**src/rtl/expwd_pkg.sv**
```systemverilog
`timescale 1ns/1ps
package expwd_pkg;
   localparam int REG_TMR  = 0;
   localparam int REG_CFG  = 1;
   localparam int REG_STAT = 2;
   localparam int REG_CMD  = 3;
   localparam int REG_KEY  = 4;

   localparam int CFG_SEL_LSB = 0;
   localparam int CFG_PER_LSB = 4;
   localparam int CFG_IRQ_BIT = 12;
   localparam int CFG_RST_BIT = 15;

   localparam int ST_RUN_BIT = 0;
   localparam int ST_CNT_LSB = 4;
   localparam int ST_EXP_LSB = 12;

   localparam int CMD_GO_BIT   = 0;
   localparam int CMD_HALT_BIT = 1;

   localparam int TMR_EN_BIT  = 31;
   localparam int TMR_PER_BIT = 30;

   localparam logic [31:0] HALT_KEY = 32'h0000_C45A;
endpackage

```
**src/rtl/expwd_timer.sv**
```systemverilog
`timescale 1ns/1ps
module expwd_timer
   import expwd_pkg::*;
#(
   parameter int PRE_W      = 29,
   parameter bit ONESHOT_EN = 1'b1
) (
   input  logic        clk,
   input  logic        rst_n,
   input  logic        tick_i,
   input  logic        wr_i,
   input  logic [31:0] wdata_i,
   output logic [31:0] ctrl_o,
   output logic        beat_o
);
   localparam logic [31:0] KEEP_MASK = ((32'd1 << PRE_W) - 32'd1)
                                      | (32'd1 << TMR_EN_BIT)
                                      | (32'd1 << TMR_PER_BIT);

   if (PRE_W < 1 || PRE_W > 30) begin : g_bad_prew
      $error("expwd_timer: PRE_W must be 1..30");
   end

   logic [31:0]      ctrl_q;
   logic [PRE_W-1:0] cnt_q, reload_v, wr_reload_v;
   logic             act_q, beat_q, keep_v;

   assign reload_v    = (ctrl_q[PRE_W-1:0] == '0) ? PRE_W'(1) : ctrl_q[PRE_W-1:0];
   assign wr_reload_v = (wdata_i[PRE_W-1:0] == '0) ? PRE_W'(1) : wdata_i[PRE_W-1:0];

   if (ONESHOT_EN) begin : g_oneshot
      assign keep_v = ctrl_q[TMR_PER_BIT];
   end else begin : g_always_periodic
      assign keep_v = 1'b1;
   end

   always_ff @(posedge clk or negedge rst_n) begin
      if (!rst_n) begin
         ctrl_q <= '0;
         cnt_q  <= '0;
         act_q  <= 1'b0;
         beat_q <= 1'b0;
      end else begin
         beat_q <= 1'b0;
         if (wr_i) begin
            ctrl_q <= wdata_i & KEEP_MASK;
            act_q  <= wdata_i[TMR_EN_BIT];
            cnt_q  <= wr_reload_v;
         end else if (act_q && tick_i) begin
            if (cnt_q <= PRE_W'(1)) begin
               beat_q <= 1'b1;
               cnt_q  <= reload_v;
               act_q  <= keep_v;
            end else begin
               cnt_q <= cnt_q - PRE_W'(1);
            end
         end
      end
   end

   assign ctrl_o = ctrl_q;
   assign beat_o = beat_q;

   // a beat only follows a tick seen while running
   p_beat_from_tick_r2: assert property (@(posedge clk) disable iff (!rst_n)
      beat_q |-> $past(tick_i));
   p_idle_quiet_r2: assert property (@(posedge clk) disable iff (!rst_n)
      (!act_q && !wr_i) |=> !beat_q);
endmodule

```
**src/rtl/expwd_key.sv**
```systemverilog
`timescale 1ns/1ps
module expwd_key
   import expwd_pkg::*;
(
   input  logic        clk,
   input  logic        rst_n,
   input  logic        wr_i,
   input  logic        key_sel_i,
   input  logic [31:0] wdata_i,
   output logic        armed_o
);
   logic armed_q;

   always_ff @(posedge clk or negedge rst_n) begin
      if (!rst_n)    armed_q <= 1'b0;
      else if (wr_i) armed_q <= key_sel_i && (wdata_i == HALT_KEY);
   end

   assign armed_o = armed_q;

   // any non-key write drops the arming
   p_single_use_r8: assert property (@(posedge clk) disable iff (!rst_n)
      (wr_i && !key_sel_i) |=> !armed_q);
   // correct key arms
   p_key_arms_r7: assert property (@(posedge clk) disable iff (!rst_n)
      (wr_i && key_sel_i && wdata_i == HALT_KEY) |=> armed_q);
endmodule

```
**src/rtl/expwd_core.sv**
```systemverilog
`timescale 1ns/1ps
module expwd_core
   import expwd_pkg::*;
#(
   parameter int PERIOD_W = 8,
   parameter int SEL_W    = 4,
   parameter int EXP_W    = 2,
   parameter int TMR_ID   = 5
) (
   input  logic        clk,
   input  logic        rst_n,
   input  logic        beat_i,
   input  logic        cfg_wr_i,
   input  logic [31:0] wdata_i,
   input  logic        go_i,
   input  logic        halt_i,
   output logic [31:0] cfg_o,
   output logic [31:0] stat_o,
   output logic        irq_o,
   output logic        rst_req_o
);
   localparam logic [EXP_W-1:0] EXP_LAST = '1;

   if (PERIOD_W < 1 || PERIOD_W > 8) begin : g_bad_per
      $error("expwd_core: PERIOD_W must be 1..8");
   end
   if (SEL_W < 1 || SEL_W > 4 || TMR_ID >= (1 << SEL_W)) begin : g_bad_sel
      $error("expwd_core: SEL_W/TMR_ID out of range");
   end
   if (EXP_W < 1 || EXP_W > 2) begin : g_bad_exp
      $error("expwd_core: EXP_W must be 1..2");
   end

   logic [SEL_W-1:0]    sel_q;
   logic [PERIOD_W-1:0] period_q, count_q, reload_v;
   logic [EXP_W-1:0]    exp_q;
   logic                irq_en_q, rst_en_q, run_q, irq_q, req_q;
   logic                counted;
   logic                unused_wdata;

   assign unused_wdata = ^wdata_i;
   assign reload_v = (period_q == '0) ? PERIOD_W'(1) : period_q;
   assign counted  = beat_i && run_q && (sel_q == SEL_W'(TMR_ID));

   always_ff @(posedge clk or negedge rst_n) begin
      if (!rst_n) begin
         sel_q    <= '0;
         period_q <= '0;
         irq_en_q <= 1'b0;
         rst_en_q <= 1'b0;
         count_q  <= '0;
         exp_q    <= '0;
         run_q    <= 1'b0;
         irq_q    <= 1'b0;
         req_q    <= 1'b0;
      end else begin
         irq_q <= 1'b0;
         if (cfg_wr_i) begin
            sel_q    <= wdata_i[CFG_SEL_LSB +: SEL_W];
            period_q <= wdata_i[CFG_PER_LSB +: PERIOD_W];
            irq_en_q <= wdata_i[CFG_IRQ_BIT];
            rst_en_q <= wdata_i[CFG_RST_BIT];
         end
         if (halt_i) begin
            run_q <= 1'b0;
         end else if (go_i) begin
            run_q   <= 1'b1;
            count_q <= reload_v;
            exp_q   <= '0;
         end else if (counted) begin
            if (count_q > PERIOD_W'(1)) begin
               count_q <= count_q - PERIOD_W'(1);
            end else if (exp_q != EXP_LAST) begin
               exp_q   <= exp_q + 1'b1;
               count_q <= reload_v;
               irq_q   <= irq_en_q;
            end else begin
               count_q <= '0;
               run_q   <= 1'b0;
               if (rst_en_q) req_q <= 1'b1;
            end
         end
      end
   end

   always_comb begin
      cfg_o = '0;
      cfg_o[CFG_SEL_LSB +: SEL_W]    = sel_q;
      cfg_o[CFG_PER_LSB +: PERIOD_W] = period_q;
      cfg_o[CFG_IRQ_BIT]             = irq_en_q;
      cfg_o[CFG_RST_BIT]             = rst_en_q;
      stat_o = '0;
      stat_o[ST_RUN_BIT]             = run_q;
      stat_o[ST_CNT_LSB +: PERIOD_W] = count_q;
      stat_o[ST_EXP_LSB +: EXP_W]    = exp_q;
   end

   assign irq_o     = irq_q;
   assign rst_req_o = req_q;

   p_req_sticky_r6: assert property (@(posedge clk) disable iff (!rst_n)
      req_q |=> req_q);
   p_exp_rises_r5: assert property (@(posedge clk) disable iff (!rst_n)
      !go_i |=> (exp_q >= $past(exp_q)));
   p_irq_gated_r5: assert property (@(posedge clk) disable iff (!rst_n)
      irq_q |-> $past(irq_en_q));
   p_restart_r4: assert property (@(posedge clk) disable iff (!rst_n)
      (go_i && !halt_i) |=> (run_q && exp_q == '0 && count_q != '0));
   p_restart_wins_r9: assert property (@(posedge clk) disable iff (!rst_n)
      (go_i && !halt_i) |=> !irq_q);
endmodule

```
**src/rtl/expwd_unit.sv**
```systemverilog
`timescale 1ns/1ps
module expwd_unit
   import expwd_pkg::*;
#(
   parameter int ADDR_W     = 5,
   parameter int PRE_W      = 29,
   parameter bit ONESHOT_EN = 1'b1,
   parameter int PERIOD_W   = 8,
   parameter int SEL_W      = 4,
   parameter int EXP_W      = 2,
   parameter int TMR_ID     = 5
) (
   input  logic              clk,
   input  logic              rst_n,
   input  logic              tick_1us_i,
   input  logic              bus_wr_i,
   input  logic [ADDR_W-1:0] bus_waddr_i,
   input  logic [31:0]       bus_wdata_i,
   input  logic [ADDR_W-1:0] bus_raddr_i,
   output logic [31:0]       bus_rdata_o,
   output logic              wdt_irq_o,
   output logic              sys_rst_req_o
);
   localparam int IDX_W = ADDR_W - 2;

   if (ADDR_W < 5) begin : g_bad_addr
      $error("expwd_unit: ADDR_W must be at least 5");
   end

   logic [IDX_W-1:0] widx, ridx;
   logic             wr_tmr, wr_cfg, wr_cmd, wr_key;
   logic             armed, beat, go, halt;
   logic [31:0]      tmr_ctrl, cfg_val, stat_val;
   logic             unused_addr;

   assign widx        = bus_waddr_i[ADDR_W-1:2];
   assign ridx        = bus_raddr_i[ADDR_W-1:2];
   assign unused_addr = ^{bus_waddr_i[1:0], bus_raddr_i[1:0]};

   assign wr_tmr = bus_wr_i && (widx == IDX_W'(REG_TMR));
   assign wr_cfg = bus_wr_i && (widx == IDX_W'(REG_CFG));
   assign wr_cmd = bus_wr_i && (widx == IDX_W'(REG_CMD));
   assign wr_key = bus_wr_i && (widx == IDX_W'(REG_KEY));

   assign go   = wr_cmd && bus_wdata_i[CMD_GO_BIT];
   assign halt = wr_cmd && bus_wdata_i[CMD_HALT_BIT] && armed;

   expwd_timer #(.PRE_W(PRE_W), .ONESHOT_EN(ONESHOT_EN)) u_timer (
      .clk     (clk),
      .rst_n   (rst_n),
      .tick_i  (tick_1us_i),
      .wr_i    (wr_tmr),
      .wdata_i (bus_wdata_i),
      .ctrl_o  (tmr_ctrl),
      .beat_o  (beat)
   );

   expwd_key u_key (
      .clk       (clk),
      .rst_n     (rst_n),
      .wr_i      (bus_wr_i),
      .key_sel_i (wr_key),
      .wdata_i   (bus_wdata_i),
      .armed_o   (armed)
   );

   expwd_core #(.PERIOD_W(PERIOD_W), .SEL_W(SEL_W), .EXP_W(EXP_W), .TMR_ID(TMR_ID)) u_core (
      .clk       (clk),
      .rst_n     (rst_n),
      .beat_i    (beat),
      .cfg_wr_i  (wr_cfg),
      .wdata_i   (bus_wdata_i),
      .go_i      (go),
      .halt_i    (halt),
      .cfg_o     (cfg_val),
      .stat_o    (stat_val),
      .irq_o     (wdt_irq_o),
      .rst_req_o (sys_rst_req_o)
   );

   always_comb begin
      bus_rdata_o = '0;
      if (ridx == IDX_W'(REG_TMR))       bus_rdata_o = tmr_ctrl;
      else if (ridx == IDX_W'(REG_CFG))  bus_rdata_o = cfg_val;
      else if (ridx == IDX_W'(REG_STAT)) bus_rdata_o = stat_val;
   end

   // an unarmed halt leaves a running watchdog running
   p_halt_needs_key_r7: assert property (@(posedge clk) disable iff (!rst_n)
      (wr_cmd && bus_wdata_i[CMD_HALT_BIT] && !bus_wdata_i[CMD_GO_BIT] && !armed
       && stat_val[ST_RUN_BIT] && !beat) |=> stat_val[ST_RUN_BIT]);
endmodule

```
**config.mk**
```make
export PLATFORM = sky130hd
export DESIGN_NAME = expwd_unit
export DESIGN_NICKNAME = d
export VERILOG_FILES = /design/src/rtl/expwd_pkg.sv /design/src/rtl/expwd_timer.sv /design/src/rtl/expwd_key.sv /design/src/rtl/expwd_core.sv /design/src/rtl/expwd_unit.sv
export SDC_FILE = /design/constraint.sdc
export NUM_CORES = 1
export LEC_CHECK = 0
export CAP_MARGIN = 30
export CORE_MARGIN = 10
export CORE_UTILIZATION = 50
export DETAILED_ROUTE_END_ITERATION = 8
export GPL_ROUTABILITY_DRIVEN = 0
export PLACE_DENSITY = 0.75
export SLEW_MARGIN = 0
export SYNTH_ARGS = -nofsm -noshare
export SYNTH_HDL_FRONTEND = slang
export SYNTH_SLANG_ARGS = --single-unit
```
**constraint.sdc**
```tcl
create_clock -name clk -period 5.79 [get_ports clk]
set_input_delay 1.4475 -clock clk [delete_from_list [all_inputs] [get_ports clk]]
set_output_delay 1.4475 -clock clk [all_outputs]
set_load 0.02 [all_outputs]
```
* Word level (Yosys, flattened, before mapping)
Index checks and enable logic that the tools add are counted.
Operators by class: $add $sub $neg 3, magnitude comparators 2, equal/unequal tests 11, muxes and demuxes 33, bitwise logic cells 4, reductions and logical operators 26
Operators by type and width (count):
- $mux W29 | 5
- $logic_not A29 Y1 | 2
- $mux W8 | 5
- $eq A32 B16 Y1 const B | 1
- $mux W32 | 1
- $le A29 B1 Y1 const B | 1
- $sub A29 B1 Y29 const B | 1
- $mux W1 | 16
- $mux W16 | 1
- $mux W14 | 1
- $logic_and A1 B1 Y1 | 11
- $gt A8 B1 Y1 const B | 1
- $logic_not A8 Y1 | 1
- $mux W2 | 4
- $reduce_bool A2 Y1 | 4
- $sub A8 B1 Y8 const B | 1
- $eq A3 B1 Y1 const B | 2
- $eq A3 B2 Y1 const B | 2
- $logic_not A3 Y1 | 2
- $ne A3 B3 Y1 const B | 2
- $reduce_and A6 Y1 | 1
- $eq A4 B3 Y1 const B | 1
- $ne A2 B2 Y1 const B | 2
- $not A1 Y1 | 4
- 6 further kinds | 7
Storage, ports and cells: bits in registers 90, bits of input ports 46, logic and storage cells 93

* Longest topological paths before layout
Gate-level depths: netlist of run 1.
depth in word-level cells 6, mapped depth 9, mapped depth without buffers 8

* Cells and area by module
Synthesis of run 1 repeated with hierarchy kept, for this count alone.
Second synthesis, totals: cells, all modules 717, area, all modules 6762.7 um2
Modules (own cells, without submodules):
- expwd_timer | times used 1, cells each 372, area an instance 3572.2 um2
- expwd_core | times used 1, cells each 175, area an instance 1729.2 um2
- expwd_unit | times used 1, cells each 155, area an instance 1306.3 um2
- expwd_key | times used 1, cells each 15, area an instance 155.1 um2

* Worst setup path after synthesis of run 1
OpenSTA, ideal clock, no wires.
path kind input to output, from input bus_raddr_i[3], to output bus_rdata_o[13], arrival 2.732 ns, data required time 4.343 ns, path slack 1.611 ns, stages on the path 4, path buffers 2, path through clkbuf_1 clkbuf_1 mux2i_1 nor3_1
Between the ends: cells in the longest elaborated chain, start to end 4, elaborated cells on any way between the ends 6
RTL lines:
- start, declared | RTL line expwd_unit.sv:19 | input logic [ADDR_W-1:0] bus_raddr_i,
- $eq A3 B2 Y1 | RTL line expwd_unit.sv:85 | else if (ridx == IDX_W'(REG_STAT)) bus_rdata_o = stat_val;
- $mux W14 | RTL line expwd_unit.sv:85
- $mux W16 | RTL line expwd_unit.sv:84 | else if (ridx == IDX_W'(REG_CFG)) bus_rdata_o = cfg_val;
- $mux W32 * | RTL line expwd_unit.sv:83 | if (ridx == IDX_W'(REG_TMR)) bus_rdata_o = tmr_ctrl;
- end, declared | RTL line expwd_unit.sv:20 | output logic [31:0] bus_rdata_o,
Mark *: on every way between the ends. The rest lies on a longest branch, timed or not.

* Final worst setup path of run 1
from input bus_raddr_i[3], to output bus_rdata_o[8]
Same word-level chain as after synthesis.

==> reports/qor.yml, run 1 <==
synth.cell_area_um2: 5330
dieArea_um2: 15200
pre_cts_ws_ns: 0.784
status: "completed"
synth_top_area_frac: 0.422
setup_tns_ns: 0
period_needed_ns: 5.06
crit_fanout: 12
combPwrFrac: 0.296
required_ns: 4.34
holdBufCountCts: 0
grt_pass1_vias: 5069
timing.rr.end: "u_timer.cnt_q[22]$_DFFE_PN0P_"
syn_nets: 667
synth_edf_count: 0
grt_usage: 0.217
n_antenna_cell: 0
final_max_slew_viol_count: 0
grt.busiest_layer: "met2"
port-buffer-count: 74
path_clk_slew_ns: 0.09
rrSetupSlack_ns: 2.75
ys_seq_area_frac: 0.422
post_cts_buffers: 0
grt-ovfl-total: 0
setup_viol: 0
setup_ws_ns: 0.735
fp-row-count: 37
grtUsageMet1: 0.281
numCtsBuffers: 9
p_sw_frac: 0.380
power.density_nw_per_um2: 317
hold_start: "u_core.rst_req_o$_DFFE_PN0P_"
area_delta_synth_final_pct: 19.8
finalCritPeriodShare: 0.873
drt_first_pass_iters: 5
worstMarginPinSlew_ns: 0.919
cap_violations: 0
grt_pass1_wl_um: 26200
wl_per_cell_um: 19.9
r2r_start: "u_timer.cnt_q[0]$_DFFE_PN0P_"
die_x_um: 123
cts_tree: "built"
synth_top_area_cell: "dfrtp_1"
syn_inst: 616
hp-class: "flop to flop"
drt-total-wl_um: 16400
rsz0062_at_grt: "no"
grt_max_degree: 65
drtIter0Drc: 621
netlist-cell-type-count: 63
cts-root-buf: "clkbuf_8"
whs_ns: 0.485
p_leak_nw: 2.69
clk-insertion-delay-late_ns: 0.37
fp.dieH_um: 123
whs_path_depth: 1
internal_power_mw: 1.26
cts.sink_count: 90
post-synth-top-count-cell: "nand2_1"
syn_avg_cell_area_um2: 8.65
yosysWarnings: 0
fp.coreArea_um2: 10400
finalNetCount: 734
critPathKind: "primary input to output pin"
start_util: 0.514
worstSetupStartpointType: "primary input"
cp-end-kind: "output pin"
synth_common_cells: "133 x nand2_1, 90 x dfrtp_1, 53 x nor2_1"
vias: 5075
max-clock-path-buffers: 2
drc_errors: 0
fin_area_um2: 6390
whs_endpoint: "u_core.rst_req_o$_DFFE_PN0P_"
synth.area.top_cells: "dfrtp_1 42%, nand2_1 9.4%, mux2i_1 4.7%, nor2_1 3.7%, mux2_2 3.0%"
hold_violations: 0
placed_cell_area_um2: 6210
ir_drop_mv: 0.196
post_cts_resized: 0
critPathArrivalTime_ns: 3.61
synth_flop_cell: "dfrtp_1"
io_pins: 80
hpwlAfterDp_um: 11900
relSlewSlack: 0.386
synth-seq-cells: 90
max_clock_freq_ghz: 0.198
pwr-share-clk: 0.200
reg2reg_depth: 8
htreeDepth: 3
seqPwrFrac: 0.504
antenna_found_initial: 0
layout-drive-gt1-share: 0.0858
vias_per_cell: 6.16
switching_power_mw: 0.770
use_met2: 0.342
async_reset_ff_frac: 1.00
grtUsageMet3: 0.0529
ant_nets: 0
skew_ns: 0.00847
-- power by group through the flow --
stage,clock network [mW],logic [mW],registers [mW]
2_1_floorplan,0,0.439,0.945
3_3_place_gp,0,0.573,1.01
3_5_place_dp,0,0.595,1.02
4_1_cts,0.407,0.600,1.01
5_1_grt,0.434,0.676,1.05
6_report,0.405,0.600,1.02
-- critical path, cell delays in order --
cell and delay, ns:
clkdlybuf4s50_1 0.67, nor2b_1 0.59, a21oi_1 0.16, nor2_1 0.12, clkdlybuf4s50_1 0.61
-- how the worst max path moves through the flow --
stage	startpoint	to	slack, ns
6_report	bus_raddr_i[3]	bus_rdata_o[8]	0.73
5_1_grt	bus_raddr_i[3]	bus_rdata_o[8]	0.58
4_1_cts	bus_raddr_i[3]	bus_rdata_o[11]	0.77
3_5_place_dp	bus_raddr_i[3]	bus_rdata_o[11]	0.78
3_3_place_gp	bus_raddr_i[3]	bus_rdata_o[11]	0.85
2_1_floorplan	bus_raddr_i[3]	bus_rdata_o[13]	1.61
-- through the flow --
stage / power (mW) / utilization / cells
after CTS: 2.02 / 0.616 / 824
after detailed placement: 1.62 / 0.599 / 808
final: 2.03 / 0.616 / 824
after global placement: 1.59 / 0.599 / 808
after global routing: 2.16 / 0.616 / 824
after floorplan: 1.38 / - / 616
-- metal layers --
metal  part of all wire  routed length, um
met1               0.42               6960
met2               0.46               7600
met3              0.084               1380
met4              0.028                458
met5                  0                  0
-- cell usage in the layout, fill, tap and decap left out, types with 4 or more instances in the layout --
| master | instances |
|---|---|
| a32oi_1 | 4 |
| a21oi_1 | 28 |
| dfrtp_1 | 90 |
| nor3_1 | 23 |
| o211ai_1 | 15 |
| a31oi_1 | 8 |
| a221o_1 | 4 |
| clkdlybuf4s50_1 | 73 |
| nand3_1 | 11 |
| or3_1 | 6 |
| clkbuf_8 | 10 |
| and2_1 | 22 |
| nor4_1 | 23 |
| nand4_1 | 10 |
| buf_4 | 13 |
| nor2_1 | 53 |
| inv_1 | 12 |
| ha_1 | 5 |
| xnor2_1 | 6 |
| mux2i_1 | 25 |
| mux2_2 | 14 |
| o21ai_0 | 20 |
| xor2_1 | 6 |
| or4_1 | 6 |
| nand2_1 | 133 |
-- sequential cells by signal (all words and copies together), names as in the netlist --
register	count
u_core.rst_en_q	1
u_core.sel_q	4
u_timer.ctrl_o	31
u_core.irq_o	1
u_key.armed_o	1
u_timer.cnt_q	29
u_core.period_q	8
u_timer.beat_o	1
u_core.count_q	8
u_core.exp_q	2
u_core.irq_en_q	1
u_core.run_q	1
u_timer.act_q	1
u_core.rst_req_o	1
-- cell type report --
class                   instances  area, um^2
repair buffers                 86         828
flip-flops and latches         90        2250
inverters                      12        45.0
clock inverters                 6        42.5
well taps                     136         170
multi-input cells             484        2910
clock buffers                  10         138
fillers                       917        3980
-- kinds of logic (layout without fill, tap and decap cells) --
kind of cell	Yosys count	after routing	synth area share
buf+inv	42	114	0.0345
other cells	1	1	0.000703
xor+xnor	12	12	0.0197
fa+ha+maj	5	5	0.0117
compound gates	115	115	0.148
flops	90	90	0.422
simple gates	312	312	0.287
mux	39	39	0.0765
(Power assumes the default switching activity.)
==> run 2, diff against run 1 <==
--- a/config.mk
+++ b/config.mk
@@ -10,7 +10,9 @@
 export CORE_UTILIZATION = 50
 export DETAILED_ROUTE_END_ITERATION = 8
 export GPL_ROUTABILITY_DRIVEN = 0
+export MAX_ROUTING_LAYER = met4
 export PLACE_DENSITY = 0.75
+export SKIP_LAST_GASP = 1
 export SLEW_MARGIN = 0
 export SYNTH_ARGS = -nofsm -noshare
 export SYNTH_HDL_FRONTEND = slang
==> reports/qor.yml, run 2 (synthesized netlist as in run 1, its figures left out) <==
whs_ns: 0.486  # +0.000758 ns
hold_violations: 0  # unchanged
holdBufCountCts: 0  # unchanged
grt_usage: 0.223  # +0.00611
drt-total-wl_um: 16400  # about the same
path_clk_slew_ns: 0.10  # about the same
status: "completed"
htreeDepth: 3  # unchanged
worstMarginPinSlew_ns: 0.894  # -0.0248 ns
fp-row-count: 37  # unchanged
clk-insertion-delay-late_ns: 0.37  # about the same
relSlewSlack: 0.402  # +0.0166
ant_nets: 0  # unchanged
antenna_found_initial: 0  # unchanged
die_x_um: 123  # unchanged
cts-root-buf: "clkbuf_8"
port-buffer-count: 74  # unchanged
finalNonFillerCells: 824  # unchanged
crit_top_cell: "clkdlybuf4s50_1"
crit_fanout: 12  # unchanged
dp.cells: 808  # unchanged
finalCritPeriodShare: 0.874  # +0.00117
max_clock_freq_ghz: 0.198  # -0.13%
wl_per_cell_um: 19.9  # about the same
critPathMaxStageDelay_ns: 0.67  # about the same
cts.sink_count: 90  # unchanged
crit_chain: "clkdlybuf4s50_1 -> nor2b_1 -> a21oi_1 -> nor2_1 -> clkdlybuf4s50_1"
required_ns: 4.34  # about the same
worstSetupStartpointType: "primary input"
hp-class: "flop to flop"
grt_max_degree: 65  # unchanged
max-clock-path-buffers: 2  # unchanged
hpwlAfterDp_um: 11900  # unchanged
rsz0062_at_grt: "no"
final_util: 0.616  # unchanged
placed_cell_area_um2: 6210  # unchanged
critPathArrivalTime_ns: 3.61  # about the same
layout_commonest_cell: "nand2_1"
io_pins: 80  # unchanged
finalNetCount: 734  # unchanged
n_antenna_cell: 0  # unchanged
setup_viol: 0  # unchanged
fin_area_um2: 6390  # unchanged
numCtsBuffers: 9  # unchanged
area_delta_synth_final_pct: 19.8  # unchanged
grt-ovfl-total: 0  # unchanged
vias: 5108  # +0.65%
post_cts_buffers: 0  # unchanged
largest_reg_flops: 31  # unchanged
fp.coreArea_um2: 10400  # unchanged
layout-drive-gt1-share: 0.0858  # unchanged
post_cts_resized: 0  # unchanged
cpMaxStageDelayCell: "clkdlybuf4s50_1"
grt_pass1_wl_um: 26200  # about the same
p_leak_nw: 2.69  # unchanged
drt_first_pass_iters: 5  # unchanged
cp-end-kind: "output pin"
critPathKind: "primary input to output pin"
vias_per_cell: 6.20  # +0.65%
fp.dieH_um: 123  # unchanged
cts_tree: "built"
pre_cts_ws_ns: 0.784  # unchanged
grt_pass1_vias: 5076  # +0.14%
final_max_slew_viol_count: 0  # unchanged
dieArea_um2: 15200  # unchanged
power.density_nw_per_um2: 317  # about the same
drtIter0Drc: 545  # -12%
period_needed_ns: 5.06  # +0.00676 ns
cap_violations: 0  # unchanged
ir_drop_mv: 0.194  # -1.2%
setup_tns_ns: 0  # unchanged
start_util: 0.514  # unchanged
setup_ws_ns: 0.728  # -0.00676 ns
skew_ns: 0.0111  # +0.00261 ns
p_total_mw: 2.03  # about the same
final_cell_mix: "133 x nand2_1, 90 x dfrtp_1, 73 x clkdlybuf4s50_1"
drc_errors: 0  # unchanged
## run 2: cell counts in the layout (fill, tap and decap cells not counted)
Identical to the previous run, type by type.
## run 2: worst max-delay path: cells and delay by family
family,cells,cell delay [ns]
buffers and inverters,2,1.28
and+or+nand+nor,2,0.71
AOI/OAI and AO/OA,1,0.16
## run 2: final cells by class
cell class                 instances  area, um^2
clock buffer                      10         138
clock inverter                     6        42.5
fill                             917        3980
inverter                          12        45.0
multi-input combinational        484        2910
sequential                        90        2250
tap                              136         170
timing repair buffer              86         828
## run 2: worst paths after layout
kind | startpoint | end | slack, ns | depth (start not counted)
max | bus_raddr_i[3] | bus_rdata_o[8] | 0.73 | 5
max reg2reg | u_timer.cnt_q[0]$_DFFE_PN0P_ | u_timer.cnt_q[22]$_DFFE_PN0P_ | 2.77 | 8
min reg2reg | u_core.rst_req_o$_DFFE_PN0P_ | u_core.rst_req_o$_DFFE_PN0P_ | 0.49 | 1
max in group asynchronous | rst_n | u_timer.ctrl_o[22]$_DFFE_PN0P_ | 3.65 | 2
min in group asynchronous | rst_n | u_timer.cnt_q[9]$_DFFE_PN0P_ | 0.99 | 1
min | u_core.rst_req_o$_DFFE_PN0P_ | u_core.rst_req_o$_DFFE_PN0P_ | 0.49 | 1
## run 2: per-layer routing
| layer | vias up | track usage | part of all wire |
|---|---|---|---|
| met5 | - | - | 0 |
| met3 | 40 | 0.0428 | 0.080 |
| met1 | 2429 | 0.284 | 0.43 |
| met4 | 0 | 0.0888 | 0.025 |
| li1 | 2370 | - | - |
| met2 | 269 | 0.344 | 0.47 |
## run 2: where the power goes
group          leakage [nW]  switching (mW)  total, mW  internal [mW]
registers              1.08           0.229       1.02          0.791
clock network        0.0882           0.239      0.407          0.168
logic                  1.52           0.303      0.600          0.297
